===== config.mk =====
export PLATFORM = sky130hd
export DESIGN_NAME = mouse_pkt_enc
export DESIGN_NICKNAME = d
export VERILOG_FILES = /design/src/rtl/mpk_pkg.sv /design/src/rtl/mpk_axis_clamp.sv /design/src/rtl/mpk_pkt_seq.sv /design/src/rtl/mpk_byte_fifo.sv /design/src/rtl/mouse_pkt_enc.sv
export SDC_FILE = /design/constraint.sdc
export NUM_CORES = 2
export LEC_CHECK = 0
export ABC_AREA = 1
export BUFFER_PORTS_ARGS = -buffer_cell sky130_fd_sc_hd__buf_2
export CAP_MARGIN = 10
export CORE_MARGIN = 4
export CORE_UTILIZATION = 35
export DETAILED_ROUTE_END_ITERATION = 6
export PLACE_DENSITY_LB_ADDON = 0.05
export SLEW_MARGIN = 30
export SYNTH_ARGS = -nofsm -noshare
export SYNTH_HDL_FRONTEND = slang
export SYNTH_SLANG_ARGS = --single-unit

===== constraint.sdc =====
create_clock -name clk -period 10.3 [get_ports clk]
set_input_delay 1.545 -clock clk [delete_from_list [all_inputs] [get_ports clk]]
set_output_delay 1.545 -clock clk [all_outputs]
set_load 0.05 [all_outputs]

===== src/rtl/mpk_pkg.sv =====
package mpk_pkg;
   localparam int unsigned PKT_LEN   = 5;
   localparam int unsigned BYTE_W    = 8;
   localparam logic [7:0]  HDR_BASE  = 8'h87;
   localparam int unsigned BTN_W     = 3;

   typedef logic [BYTE_W-1:0] byte_t;
   typedef logic [PKT_LEN-1:0][BYTE_W-1:0] pkt_t;
endpackage


===== src/rtl/mpk_axis_clamp.sv =====
module mpk_axis_clamp #(
   parameter int unsigned DW     = 10,
   parameter int unsigned LIM    = 127,
   parameter bit          INVERT = 1'b0
) (
   input  logic [DW-1:0] delta_i,
   output logic [7:0]    byte_o
);
   localparam int unsigned EW = DW + 1;
   localparam logic signed [EW-1:0] HI = EW'(LIM);
   localparam logic signed [EW-1:0] LO = -EW'(LIM);

   initial begin
      if (DW < 8)  $error("mpk_axis_clamp: DW must be at least 8");
      if (LIM > 127) $error("mpk_axis_clamp: LIM must fit a signed byte");
   end

   logic signed [EW-1:0] ext;
   logic signed [EW-1:0] sel;
   logic signed [EW-1:0] lim;

   assign ext = {delta_i[DW-1], delta_i};

   generate
      if (INVERT) begin : g_neg
         assign sel = -ext;
      end else begin : g_pass
         assign sel = ext;
      end
   endgenerate

   always_comb begin
      if (sel > HI)      lim = HI;
      else if (sel < LO) lim = LO;
      else               lim = sel;
   end

   assign byte_o = lim[7:0];

   // the output byte never encodes -128
   always_comb begin
      p_clamp_range_r2: assert (byte_o != 8'h80);
   end
endmodule


===== src/rtl/mpk_pkt_seq.sv =====
module mpk_pkt_seq
   import mpk_pkg::*;
#(
   parameter int unsigned LEN = PKT_LEN
) (
   input  logic  clk,
   input  logic  rst_n,
   input  logic  evt_valid,
   input  pkt_t  pkt_i,
   output logic  busy,
   output logic  wr_en,
   output byte_t wr_data
);
   localparam int unsigned IW   = (LEN > 1) ? $clog2(LEN) : 1;
   localparam logic [IW-1:0] LAST = IW'(LEN - 1);

   initial begin
      if (LEN != PKT_LEN) $error("mpk_pkt_seq: LEN must equal PKT_LEN");
   end

   pkt_t          hold;
   logic [IW-1:0] idx;
   logic          active;

   always_ff @(posedge clk or negedge rst_n) begin
      if (!rst_n) begin
         hold   <= '0;
         idx    <= '0;
         active <= 1'b0;
      end else if (!active) begin
         if (evt_valid) begin
            hold   <= pkt_i;
            idx    <= '0;
            active <= 1'b1;
         end
      end else begin
         if (idx == LAST) begin
            active <= 1'b0;
            idx    <= '0;
         end else begin
            idx <= idx + 1'b1;
         end
      end
   end

   assign busy    = active;
   assign wr_en   = active;
   assign wr_data = hold[idx];

   // run-length checker for the busy window
   logic [IW:0] run;
   always_ff @(posedge clk or negedge rst_n) begin
      if (!rst_n)    run <= '0;
      else if (busy) run <= run + 1'b1;
      else           run <= '0;
   end

   p_busy_bound_r6: assert property (@(posedge clk) disable iff (!rst_n)
      busy |-> (run < (IW+1)'(LEN)));
   p_busy_len_r6: assert property (@(posedge clk) disable iff (!rst_n)
      $fell(busy) |-> ($past(run) == (IW+1)'(LEN - 1)));
   p_start_r6: assert property (@(posedge clk) disable iff (!rst_n)
      $rose(busy) |-> $past(evt_valid));
   p_hold_r7: assert property (@(posedge clk) disable iff (!rst_n)
      (busy && $past(busy)) |-> $stable(hold));
endmodule


===== src/rtl/mpk_byte_fifo.sv =====
module mpk_byte_fifo #(
   parameter int unsigned DEPTH = 256,
   parameter int unsigned W     = 8
) (
   input  logic                     clk,
   input  logic                     rst_n,
   input  logic                     wr_en,
   input  logic [W-1:0]             wr_data,
   input  logic                     rd_en,
   output logic [W-1:0]             rd_data,
   output logic [$clog2(DEPTH):0]   count,
   output logic                     empty
);
   localparam int unsigned AW = $clog2(DEPTH);
   localparam int unsigned CW = AW + 1;
   localparam logic [CW-1:0] FULLV = CW'(DEPTH);

   initial begin
      if (DEPTH < 2 || (1 << AW) != DEPTH)
         $error("mpk_byte_fifo: DEPTH must be a power of two >= 2");
   end

   logic [W-1:0]  mem [DEPTH];
   logic [AW-1:0] wp, rp;
   logic [CW-1:0] cnt;
   logic          do_wr, do_rd, full;

   assign full  = (cnt == FULLV);
   assign empty = (cnt == '0);
   assign do_wr = wr_en && !full;
   assign do_rd = rd_en && !empty;

   always_ff @(posedge clk) begin
      if (do_wr) mem[wp] <= wr_data;
   end

   always_ff @(posedge clk or negedge rst_n) begin
      if (!rst_n) begin
         wp  <= '0;
         rp  <= '0;
         cnt <= '0;
      end else begin
         if (do_wr) wp <= wp + 1'b1;
         if (do_rd) rp <= rp + 1'b1;
         case ({do_wr, do_rd})
            2'b10:   cnt <= cnt + 1'b1;
            2'b01:   cnt <= cnt - 1'b1;
            default: cnt <= cnt;
         endcase
      end
   end

   assign rd_data = empty ? '0 : mem[rp];
   assign count   = cnt;

   p_no_overflow_r8: assert property (@(posedge clk) disable iff (!rst_n)
      count <= FULLV);
   p_full_drop_r8: assert property (@(posedge clk) disable iff (!rst_n)
      (full && wr_en && !rd_en) |=> (count == FULLV));
   p_empty_pop_r9: assert property (@(posedge clk) disable iff (!rst_n)
      (empty && rd_en && !wr_en) |=> empty);
   p_empty_zero_r9: assert property (@(posedge clk) disable iff (!rst_n)
      empty |-> (rd_data == '0));
endmodule


===== src/rtl/mouse_pkt_enc.sv =====
module mouse_pkt_enc
   import mpk_pkg::*;
#(
   parameter int unsigned DELTA_W = 10,
   parameter int unsigned CLAMP   = 127,
   parameter int unsigned DEPTH   = 256
) (
   input  logic                     clk,
   input  logic                     rst_n,
   input  logic                     evt_valid,
   input  logic [DELTA_W-1:0]       evt_dx,
   input  logic [DELTA_W-1:0]       evt_dy,
   input  logic [BTN_W-1:0]         evt_btn,
   output logic                     busy,
   input  logic                     rd_en,
   output logic [7:0]               rd_data,
   output logic [$clog2(DEPTH):0]   fifo_count,
   output logic                     fifo_empty
);
   localparam int unsigned N_AXIS = 2;

   logic [N_AXIS-1:0][DELTA_W-1:0] axis_in;
   logic [N_AXIS-1:0][7:0]         axis_byte;
   pkt_t  pkt;
   logic  wr_en;
   byte_t wr_data;

   assign axis_in[0] = evt_dx;
   assign axis_in[1] = evt_dy;

   generate
      for (genvar a = 0; a < N_AXIS; a++) begin : g_axis
         mpk_axis_clamp #(
            .DW     (DELTA_W),
            .LIM    (CLAMP),
            .INVERT (a == 1)
         ) u_clamp (
            .delta_i (axis_in[a]),
            .byte_o  (axis_byte[a])
         );
      end
   endgenerate

   // active-low buttons in the marker byte; trailing bytes zero
   always_comb begin
      pkt    = '0;
      pkt[0] = HDR_BASE & ~{5'b0, evt_btn};
      pkt[1] = axis_byte[0];
      pkt[2] = axis_byte[1];
   end

   mpk_pkt_seq #(.LEN(PKT_LEN)) u_seq (
      .clk       (clk),
      .rst_n     (rst_n),
      .evt_valid (evt_valid),
      .pkt_i     (pkt),
      .busy      (busy),
      .wr_en     (wr_en),
      .wr_data   (wr_data)
   );

   mpk_byte_fifo #(.DEPTH(DEPTH), .W(8)) u_fifo (
      .clk     (clk),
      .rst_n   (rst_n),
      .wr_en   (wr_en),
      .wr_data (wr_data),
      .rd_en   (rd_en),
      .rd_data (rd_data),
      .count   (fifo_count),
      .empty   (fifo_empty)
   );

   p_hdr_bits_r1: assert property (@(posedge clk) disable iff (!rst_n)
      (evt_valid && !busy) |=> ((wr_data & 8'hF8) == 8'h80));
endmodule


==> impl_results.md <==
* Max_cap viols at 0
* Setup TNS at 0 ns
* Floorplan row count at 184
* Post-Syn Nets at 8,143
* Library cells used by synthesis at 33
* Largest net degree at the start of global routing at 165
* VDD IR max at 327 µV
* WHS at 0.457 ns
* Area share of the largest cell type after synthesis at 69.7%
* First-pass GRT wire length at 409,000 µm
* Slew Viols, Final at 0
* RR Startpoint: u_fifo.count[0]
* Net switching power at 13,100 µW
* Placed Area at 91,600 µm²
* CTS Buf Count at 232
* DRT Pass-1 Iters at 5
* DPL Wire Length at 157,000 µm
* Clk pin slew, worst setup/hold paths at 0.06 ns
* Syn avg cell area at 10.9 µm²
* Levels on crit path at 13
* Worst setup EP type: primary output
* I/O Buffers at 45
* Min cycle time layout at 7.22 ns
* Post-route cell area at 98,900 µm²
* YS warnings at 0
* Util after Layout at 39.4%
* Share of layout cells above drive strength 1 at 6.14%
* Routed via count at 57,900
* CP Max Fanout at 156
* Number of synthesized flops with an enable pin at 2,048
* Crit path DAT at 5.68 ns
* Mapped cell area at 88,300 µm²
* Hold endpoint: u_seq.hold[7]
* Area Overhead vs Synth at 12.0%
* Synth area leader: edfxtp_1
* # DRC at 0
* Worst Path Class, Setup: register to primary output
* RSZ-0062 raised after global routing: no
* Postcts setup bufs at 0
* Hold Buf Count CTS at 0
* First-iteration detailed-routing DRC count at 5,171
* Worst-Margin Slew at 1.05 ns
* CTS tree: built
* CP top delay family: buffers and inverters
* Max H-tree Level at 4
* Hold Crit Depth at 2
* Gate power share at 37.9%
* Placer congestion estimate at 0.785
* Top_reg_cell synth: edfxtp_1
* Crit path max-delay cell type: buf_4
* Run status: finished clean
* Global route overflow at 0
* Worst Path Buf+Inv at 3
* GR Util All Layers at 21.4%
* Layout Skew at 0.0324 ns
* Overall Power at 31,200 µW
* Initial core utilization at 35.1%
* Num Clock Sinks at 2,097
* Hold path startpoint: u_seq.hold[7]
* Initial antenna violation count at 15
* Clock power frac at 25.5%
* Avg WL per Cell at 24.3 µm
* Worst slew margin at 29.8%
* Yosys reg bits at 2,097
* Worst-Skew Late Latency at 0.87 ns
* Die Ht at 510 µm
* Die Area at 260,000 µm²
* Worst path max stage delay at 0.76 ns
* Seq pwr share at 36.6%
* Final WL at 281,000 µm
* Vias per inst at 5.00
* Vias in the first global route at 56,000
* Cell at the root of the clock tree: clkbuf_16
* Switching Share at 41.8%
* Post_cts resized at 0
* Finish-stage setup viols at 0
* Final net count at 8,060
* Final-report hold violation count at 0
* Worst Setup Start Kind: register
* Register area share after synthesis at 71.1%
* Cells along the critical path: buf_12 > buf_4 > nor2_1 > nor2_1 > o21ai_0 > nand3_1 > nand3_1 > a21oi_1 > nor2_1 > nand2_1 > nand3_1 > a21oi_1 > buf_2
* Max Root-Sink Buffers at 3
* Largest cells by area after synthesis: edfxtp_1 (70%), nand2_1 (9.4%), nor2_1 (5.3%)
* R2R Setup Slk at 6.20 ns
* Die width at 510 µm
* Top-Level Pins at 46
* R2R depth at 22
* CP required at 8.76 ns
* Post-Syn Instances at 8,103
* P_leak at 0.0365 µW
* Hold Crit Class: register to register
* P_int at 18,200 µW
* Reg-to-Reg End: u_fifo.count[8]
* CORE AREA at 251,000 µm²
* Period Utilization, post-route at 70.1%
* Max Clk Rate at 138 MHz
* Pwr Density at 316 nW/µm²
* Post-route ant nets at 0
* Ys async rst share at 2.34%
[power by group through the flow]
stage | Sequential [µW] | Clock (µW) | Combinational (µW)
floorplan | 12200 | 0 | 6770
global placement | 11600 | 0 | 12000
detailed placement | 11600 | 0 | 12000
CTS | 11400 | 8160 | 12000
global route | 11400 | 8520 | 13000
finish | 11400 | 7970 | 11800
[how the worst max path moves through the flow]
| stage | startpoint | end |
|---|---|---|
| after floorplan | u_seq.idx[1] | u_fifo.mem[0][0] |
| after detailed placement | u_fifo.rp[0] | rd_data[7] |
| after CTS | u_fifo.rp[0] | rd_data[7] |
| final | u_fifo.rp[0] | rd_data[7] |
| after global placement | u_fifo.rp[0] | rd_data[4] |
| after global routing | u_fifo.rp[0] | rd_data[7] |
[logic make-up after synthesis]
| group | Yosys count | synth area share [%] |
|---|---|---|
| xor+xnor | 26 | 0.258 |
| buf+inv | 973 | 4.78 |
| simple gates | 4169 | 18.8 |
| compound gates | 825 | 4.96 |
| flops | 2097 | 71.1 |
| fa+ha+maj | 13 | 0.184 |
[area by class of cell]
cell class	instances	area, µm²
clock buffers	305	6200
flip-flops and latches	2097	62700
multi-input cells	5033	21500
well taps	3348	4190
diodes	4	10.0
repair buffers	152	1310
inverters	504	1920
clock inverters	124	977
fillers	24200	152000
[cell usage in the layout (no fill, tap or decap), types with 19 or more instances in the layout]
| master | count |
|---|---|
| clkbuf_1 | 64 |
| clkinv_2 | 36 |
| o21ai_0 | 550 |
| buf_2 | 45 |
| nand3_1 | 655 |
| clkinv_1 | 68 |
| xor2_1 | 19 |
| nor2_1 | 1245 |
| clkbuf_16 | 235 |
| edfxtp_1 | 2048 |
| dfrtp_1 | 45 |
| o211ai_1 | 92 |
| nand2_1 | 2213 |
| a21oi_1 | 116 |
| buf_4 | 83 |
| o21ai_1 | 45 |
| inv_1 | 494 |
[cells in the mapped netlist, types with 3 or more instances]
cell type / n
a21oi_1: 126
nor4_1: 3
clkinv_1: 6
nand2_1: 2216
inv_1: 497
o21ai_1: 45
clkbuf_1: 165
nand4_1: 14
buf_6: 17
o21ai_0: 550
o211ai_1: 92
nor2_1: 1258
dfrtp_1: 49
o22ai_1: 9
or2_2: 6
xor2_1: 19
xnor2_1: 7
buf_4: 52
buf_1: 45
edfxtp_1: 2048
ha_1: 13
nor3_1: 6
buf_2: 189
nand3_1: 661
[metrics by stage]
stage | setup WS [ns] | std cells
global placement | 3.73 | 11100
finish | 3.08 | 11600
detailed placement | 3.96 | 11100
floorplan | 0.888 | 8103
CTS | 2.98 | 11600
global route | 2.83 | 11600
[state kept, by name (all words and copies together), names as in the netlist]
name,cells
u_fifo.mem,2048
u_seq.hold,20
u_fifo.count,9
u_fifo.rp,8
u_fifo.wp,8
u_seq.idx,3
u_seq.busy,1
[tightest hold or removal path, cell delays in order, from the launching register on]
cell	delay, ns
dfrtp_1	0.32
inv_1	0.05
nand2_1	0.06
[per-layer routing]
layer,vias up,routed length [µm],GRT usage (%)
met1,29000,133000,31.4
met4,0,6370,5.35
met3,320,13300,2.80
li1,27200,-,-
met5,-,0,0
met2,1334,129000,33.5
(Power assumes the default switching activity.)
